==> src/rtl/wclk_rate_meter.sv <==
module wclk_rate_meter #(
  parameter int unsigned REF_HZ = 28224000,
  parameter int          CNT_W  = 10,
  parameter int          RATE_W = 18
) (
  input  logic              clk,
  input  logic              rst_n,
  input  logic              wclk_a,
  input  logic              wclk_b,
  input  logic              clk_ok_a,
  input  logic              dat_ok_a,
  input  logic              clk_ok_b,
  input  logic              dat_ok_b,
  input  logic              sel_we,
  input  logic [7:0]        sel_wdata,
  output logic [CNT_W-1:0]  tick_count,
  output logic [3:0]        rate_code,
  output logic [RATE_W-1:0] rate_hz
);
  localparam int NRATE = 15;
  localparam logic [CNT_W-1:0] CNT_MAX = '1;

  function automatic int unsigned floor_hz(input int i);
    case (i)
      1: return 7000;    2: return 9512;    3: return 11512;
      4: return 14000;   5: return 19025;   6: return 23025;
      7: return 28000;   8: return 38050;   9: return 46050;
      10: return 56000;  11: return 76100;  12: return 92100;
      13: return 112000; 14: return 152200; 15: return 184200;
      default: return 0;
    endcase
  endfunction

  function automatic int unsigned std_hz(input int i);
    case (i)
      1: return 8000;    2: return 11025;   3: return 12000;
      4: return 16000;   5: return 22050;   6: return 24000;
      7: return 32000;   8: return 44100;   9: return 48000;
      10: return 64000;  11: return 88200;  12: return 96000;
      13: return 128000; 14: return 176400; 15: return 192000;
      default: return 0;
    endcase
  endfunction

  logic [2:0]       sync_a, sync_b;
  logic             sel_q;
  logic [CNT_W-1:0] cnt_q, period_q;
  logic             wr_sel, src_chg, edge_hit, armed, src_ok;
  logic [NRATE-1:0] hit;
  logic [3:0]       code;

  always_ff @(posedge clk or negedge rst_n)
    if (!rst_n) begin
      sync_a <= '0;
      sync_b <= '0;
    end else begin
      sync_a <= {sync_a[1:0], wclk_a};
      sync_b <= {sync_b[1:0], wclk_b};
    end

  assign edge_hit = sel_q ? (sync_b[1] & ~sync_b[2]) : (sync_a[1] & ~sync_a[2]);
  assign wr_sel   = sel_wdata[0] ? 1'b0 : (sel_wdata[1] ? 1'b1 : sel_q);
  assign src_chg  = sel_we && (wr_sel != sel_q);
  assign armed    = (cnt_q != '0) && (cnt_q != CNT_MAX);

  always_ff @(posedge clk or negedge rst_n)
    if (!rst_n) sel_q <= 1'b0;
    else if (sel_we) sel_q <= wr_sel;

  always_ff @(posedge clk or negedge rst_n)
    if (!rst_n) begin
      cnt_q    <= '0;
      period_q <= '0;
    end else if (src_chg) begin
      cnt_q    <= '0;
      period_q <= '0;
    end else if (edge_hit) begin
      if (armed) period_q <= cnt_q;
      cnt_q <= CNT_W'(1);
    end else if (armed) begin
      cnt_q <= cnt_q + 1'b1;
      if (cnt_q == CNT_MAX - 1'b1) period_q <= '0;
    end

  always_ff @(posedge clk or negedge rst_n)
    if (!rst_n) tick_count <= '0;
    else if (src_chg) tick_count <= '0;
    else if (sel_we && sel_wdata[7]) tick_count <= period_q;

  genvar g;
  generate
    for (g = 1; g <= NRATE; g++) begin : g_bound
      localparam int unsigned BOUND = REF_HZ / (floor_hz(g) + 1);
      assign hit[g-1] = (tick_count != '0) &&
                        ({{(32-CNT_W){1'b0}}, tick_count} <= BOUND);
    end
  endgenerate

  assign src_ok = sel_q ? (clk_ok_b & dat_ok_b) : (clk_ok_a & dat_ok_a);

  always_comb begin
    code = '0;
    for (int i = 0; i < NRATE; i++)
      if (hit[i]) code = 4'(i + 1);
  end

  assign rate_code = src_ok ? code : 4'd0;
  assign rate_hz   = RATE_W'(std_hz(int'(rate_code)));

  AST_HOLD_KEEP: assert property (@(posedge clk) disable iff (!rst_n)
    !sel_we |=> $stable(tick_count));
  AST_SRC_CLEAR: assert property (@(posedge clk) disable iff (!rst_n)
    src_chg |=> (tick_count == '0));
  AST_CODE_RATE: assert property (@(posedge clk) disable iff (!rst_n)
    (rate_code == 4'd0) == (rate_hz == '0));
  AST_ZERO_INVALID: assert property (@(posedge clk) disable iff (!rst_n)
    (!sel_q && !(clk_ok_a && dat_ok_a)) |-> (rate_hz == '0));
  AST_NO_FULL_PERIOD: assert property (@(posedge clk) disable iff (!rst_n)
    period_q != CNT_MAX);
  AST_STALL_ZERO: assert property (@(posedge clk) disable iff (!rst_n)
    (cnt_q == CNT_MAX) |-> (period_q == '0));
endmodule

==> config.mk <==
export PLATFORM = sky130hd
export DESIGN_NAME = wclk_rate_meter
export DESIGN_NICKNAME = d
export VERILOG_FILES = /design/src/rtl/wclk_rate_meter.sv
export SDC_FILE = /design/constraint.sdc
export NUM_CORES = 1
export LEC_CHECK = 0
export CAP_MARGIN = 5
export CORE_AREA = 2 2 71 73
export DETAILED_ROUTE_END_ITERATION = 8
export DIE_AREA = 0 0 73 75
export PLACE_DENSITY = 0.78
export SLEW_MARGIN = 20
export SYNTH_ARGS = -nofsm -noshare
export SYNTH_HDL_FRONTEND = slang
export SYNTH_SLANG_ARGS = --single-unit
==> constraint.sdc <==
create_clock -name clk -period 4.1 [get_ports clk]
set_input_delay 0.615 -clock clk [delete_from_list [all_inputs] [get_ports clk]]
set_output_delay 0.615 -clock clk [all_outputs]
set_load 0.02 [all_outputs]
==> Word level (Yosys, flattened, before mapping) <==
Memories as Yosys holds them, arrays and structs flattened.
Index checks and enable logic that the tools add are counted.
{ "word_totals": {"register_bits": 37, "mem_bits_ro": 288, "in_bits": 17, "output_inout_bits": 32, "elab_cells": 70, "n_memories": 1} }
{ "mem_list": {"columns": ["name", "depth", "word_bits", "rd", "rd_clocked_by_memory_dff", "write_ports", "line", "rtl"], "rows": [
  ["(name not given)", 16, 18, 1, 0, 0, "35", "case (i)"]
]} }
{ "op_classes": {"n_addsub": 1, "magnitude_cmp": 9, "n_eq_ne": 3, "mux": 25, "bitwise_logic": 6, "n_reduce_logical": 19} }
{ "op_table": {"columns": ["operator", "count"], "rows": [
  ["2-to-1 mux 10 bit", 10],
  ["2-to-1 mux 4 bit", 10],
  ["<= comparator 10 bit (second input constant)", 3],
  ["<= comparator 10 x 8 -> 1 bit (second input constant)", 3],
  ["<= comparator 10 x 9 -> 1 bit (second input constant)", 3],
  ["nonzero test 10 bit", 2],
  ["logical AND 1 bit", 12],
  ["adder 10 x 1 -> 10 bit (second input constant)", 1],
  ["equality test 10 bit (second input constant)", 1],
  ["inequality test 10 bit (second input constant)", 1],
  ["nonzero test 3 bit", 2],
  ["bitwise AND 1 bit", 4],
  ["2-to-1 mux 1 bit", 4],
  ["nonzero test 2 bit", 2],
  ["2-to-1 mux 3 bit", 1],
  ["inverter 1 bit", 2],
  ["AND reduction 2 bit", 1],
  ["inequality test 1 bit", 1]
]} }

==> Longest topological paths before layout <==
An unclocked memory read counts as a cell.
{ "depth": {"ltp_word": 13, "ltp_mapped": 11} }

==> Worst setup path after synthesis <==
No wires, ideal clock.
{ "synth_path": {"path_kind": "register to output", "start": "reg tick_count[3]", "end": "out rate_hz[15]", "arrival_ns": 3.328, "t_required_ns": 3.485, "setup_slack_ns": 0.157, "stages_incl_launch_ff": 11, "n_path_buf": 1, "cell_sequence": "dfrtp_1 buf_6 or4b_4 or4_4 a21oi_2 a31oi_1 or2_1 and2_1 ha_1 nor2b_1 a211oi_1"} }
{ "synth_via": {"elab_chain_len": 13} }
{ "synth_rtl": {"columns": ["item", "line", "rtl"], "rows": [
  ["start, declared", "16", "output logic [CNT_W-1:0] tick_count,"],
  ["start signal, assigned", "88", "else if (sel_we && sel_wdata[7]) tick_count <= period_q;"],
  ["<= comparator 10 bit / nonzero test 10 bit (equally long branches)", "95, 94", null],
  ["logical AND 1 bit", "94", "assign hit[g-1] = (tick_count != '0) &&"],
  ["2-to-1 mux 4 bit (8 in a row)", "104", "if (hit[i]) code = 4'(i + 1);"],
  ["2-to-1 mux 4 bit *", "104", null],
  ["2-to-1 mux 4 bit *", "107", "assign rate_code = src_ok ? code : 4'd0;"],
  ["net rate_code[0]", "17", "output logic [3:0] rate_code,"],
  ["memory read (16 x 18 bit) *", null, null],
  ["end, declared", "18", "output logic [RATE_W-1:0] rate_hz"]
]} }
The timed path passes the listed nets; every way through them passes the cells marked *.

==> Final worst setup path <==
{ "layout_path": {"start": "reg tick_count[0]", "end": "out rate_hz[15]"} }
{ "layout_via": {"elab_chain_len": 13} }
{ "layout_rtl": {"columns": ["item", "line"], "rows": [
  ["<= comparator 10 bit / nonzero test 10 bit (equally long branches)", "95, 94"],
  ["logical AND 1 bit / 2-to-1 mux 3 bit (equally long branches)", "94, 104"],
  ["2-to-1 mux 4 bit (8 in a row)", "104"],
  ["2-to-1 mux 4 bit *", "104"],
  ["2-to-1 mux 4 bit *", "107"],
  ["memory read (16 x 18 bit) *", null]
]} }
Mark *: on every way between the ends. The rest lies on a longest branch, timed or not.

==> flow_metrics.py <==
metrics = {
    "layout": {
        "fill_cells": 395,
        "drive_above_1_share_pct": 10.0,
        "fin_util_pct": 64.4,
        "final_nets": 355,
        "antenna_cells": 0,
        "area_growth_pct": 29.8,
    },
    "clock_tree": {
        "cts_tree": "yes",
        "cts_buffer_depth": 2,
        "clkSlewWorstSetupHoldPaths_ns": 0.07,
        "ctsResizeCount": 11,
        "clk_latency_ns": 0.29,
        "cts.sinks": 37,
        "htree_num_levels": 2,
        "cts_made_buffers": 5,
        "hold_buffers": 0,
        "root_buffer": "clkbuf_8",
        "cts_setup_buffers": 0,
    },
    "routing": {
        "vias": 2173,
        "routed_wl_um": 5270,
        "wire_per_inst_um": 13.8,
        "dr.first_iter.drc_count": 101,
        "ant_nets": 0,
        "drcViolationCount": 0,
        "dr.pass1.iters": 4,
        "via_per_inst": 5.67,
    },
    "floorplanning": {
        "die_h_um": 75,
        "initial_core_util_pct": 49.6,
        "fp.dieArea_um2": 5480,
        "rows": 25,
        "core_area_um2": 4660,
        "pin_count": 49,
        "die-width_um": 73,
    },
    "run_status": {
        "status": "finished clean",
    },
    "timing": {
        "min_period_over_period_pct": 97.3,
        "max_freq_mhz": 251,
        "setup_violations": 0,
        "period_needed_ns": 3.99,
        "rsz0062_at_grt": "true",
        "slew-limit-headroom_pct": 55.1,
        "setup_slack_ns": 0.110,
        "skew_ns": 0.00777,
        "finalMaxSlewViolations": 0,
        "tightestPinTransition_ns": 0.674,
        "hold_violations": 0,
    },
    "job": {
        "drv_cap": 0,
    },
    "placement": {
        "routabilityCongestion": 0.845,
        "hpwlAfterDp_um": 3910,
        "place_ws_ns": 0.0952,
        "io_buffers": 43,
    },
    "global_routing": {
        "grt_usage_pct": 20.7,
        "grt_pass1_vias": 2019,
        "grt_overflow": 0,
        "antenna_found_initial": 0,
        "grt_pass1_wl_um": 8860,
        "grt_max_degree": 38,
    },
    "logic_synthesis": {
        "synth_flop_cell": "dfrtp_1",
        "synth.most_common_cell": "nand2_1",
        "synth_cells": 275,
        "yosys-top-cells-count": "57 x nand2_1, 37 x dfrtp_1, 23 x a21oi_1",
        "yosysSeqAreaShare_pct": 40.1,
        "synth_area_leader_cell": "dfrtp_1",
        "syn_avg_cell_area_um2": 8.40,
        "synth_edf_count": 0,
        "yosysUniqueCellTypes": 52,
        "synth_top_area_share_pct": 40.1,
        "ys_seq_elements": 37,
        "syn_area_um2": 2310,
        "synth.top_cells.by_area": "dfrtp_1 40%, nand2_1 9.3%, ha_1 5.4%",
        "synthesis.nets": 302,
        "async_flop_share_pct": 100,
        "ys.warnings.count": 0,
    },
    "critical_path": {
        "max_stage_delay_ns": 0.55,
        "crit_type": "register to output pin",
        "critPathLaunchType": "register",
        "crit_buf_inv": 1,
        "cp_max_fo": 6,
        "crit_family": "simple AND/OR/NAND/NOR gates",
        "cp.required_ns": 3.48,
        "cp_cell_sequence": "or4b_4, or4_4, a21oi_2, a31oi_1, or2_1, and2_2, ha_1, nor2b_1, a211oi_1, clkdlybuf4s15_1",
        "cp.arrival_ns": 3.37,
        "worst_setup_path_end_kind": "output pin",
        "cpMaxStageDelayCell": "or4b_4",
    },
    "worst_hold_path": {
        "timing.hold.worst.class": "register to register",
    },
    "power": {
        "internal-power_mw": 0.773,
        "pwr-share-clk_pct": 32.7,
        "power.switching_mw": 0.355,
        "p_comb_share_pct": 30.0,
        "seqPwrFrac_pct": 37.3,
        "swShare_pct": 31.5,
        "p_per_area_nw_per_um2": 376,
        "leakage_nw": 1.48,
        "ir_worst_vdd_mv": 0.485,
    },
}
power groups by stage:
stage          Combinational [mW]  Clock [mW]  Sequential [mW]
2_1_floorplan               0.221           0            0.424
3_3_place_gp                0.337           0            0.427
3_5_place_dp                0.348           0            0.427
4_1_cts                     0.340       0.380            0.420
5_1_grt                     0.375       0.393            0.424
6_report                    0.338       0.369            0.421
through the flow:
step                      TNS (ns)  area [µm²]  power (mW)  hold slack [ns]  cells
after floorplan                  0        2310       0.645            0.319    275
after global placement           0        2870       0.764            0.333    375
after detailed placement         0        2870       0.774            0.337    375
after CTS                        0        2990        1.14            0.352    383
after global routing       -0.0873        3000        1.19            0.366    383
final                            0        3000        1.13            0.349    383
state kept, by name, summed over array words and instances, names as in the netlist:
register / flops
sel_q: 1
sync_b: 3
sync_a: 3
tick_count: 10
period_q: 10
cnt_q: 10
metal layers:
layer	wire length, µm	track usage (%)	vias to the layer above
met1	2250	23.6	1010
met3	227	3.21	5
met2	2720	39.4	82
met5	0	0	-
li1	-	-	1076
met4	77	6.79	0
placed cells by master (no fill, tap or decap), types with 3 or more instances in the layout:
cell and instances:
a21o_1 4, a21oi_1 23, a32o_1 3, and2_1 5, and3_1 9, buf_4 15
clkbuf_8 5, clkdlybuf4s50_1 30, dfrtp_1 37, dlygate4sd2_1 7, dlymetal6s2s_1 4, ha_1 10
inv_1 8, nand2_1 57, nand3_1 16, nand4_1 7, nor2_1 18, nor3_1 3
o21ai_0 9, xor2_1 8
layout make-up:
type,instances,area (µm²),share of cell area [%]
Clock inverter,3,65.1,2.17
Timing Repair Buffer,58,539,18.0
Inverter,9,33.8,1.13
Multi-Input combinational cell,217,1300,43.3
Clock buffer,5,68.8,2.29
Sequential cell,37,926,30.9
Tap cell,54,67.6,2.25
worst register-to-register path, stage by stage (launching register included):
cell and delay (ns):
dfrtp_1 0.44, inv_1 0.11, ha_1 0.14, or4b_2 0.58, nor3_1 0.14, a31oi_1 0.12
a21oi_1 0.59, nand2_1 0.14, nand2_1 0.10
cells by family after synthesis:
logic type	synth area share, %
muxes	1.35
adders and majority gates	5.85
DFF	40.1
buffers and inverters	3.74
xor gates and xnor gates	3.79
and+or+nand+nor	27.2
AOI/OAI and AO/OA	18.0
path summary, 6_finish.rpt:
| kind | endpoint | slack [ns] | depth (start not counted) | start |
|---|---|---|---|---|
| hold reg to reg | sync_b[1]$_DFF_PN0_ | 0.35 | 0 | sync_b[0]$_DFF_PN0_ |
| min in group asynchronous | cnt_q[8]$_DFFE_PN0P_ | 0.73 | 2 | rst_n |
| hold / removal | sync_b[1]$_DFF_PN0_ | 0.35 | 0 | sync_b[0]$_DFF_PN0_ |
| setup reg to reg | period_q[0]$_DFFE_PN0P_ | 1.68 | 8 | cnt_q[0]$_DFFE_PN0P_ |
| max in group asynchronous | sync_b[2]$_DFF_PN0_ | 3.04 | 2 | rst_n |
| setup / recovery | rate_hz[15] | 0.11 | 10 | tick_count[0]$_DFFE_PN0P_ |
Power figures use the tool's default switching activity.
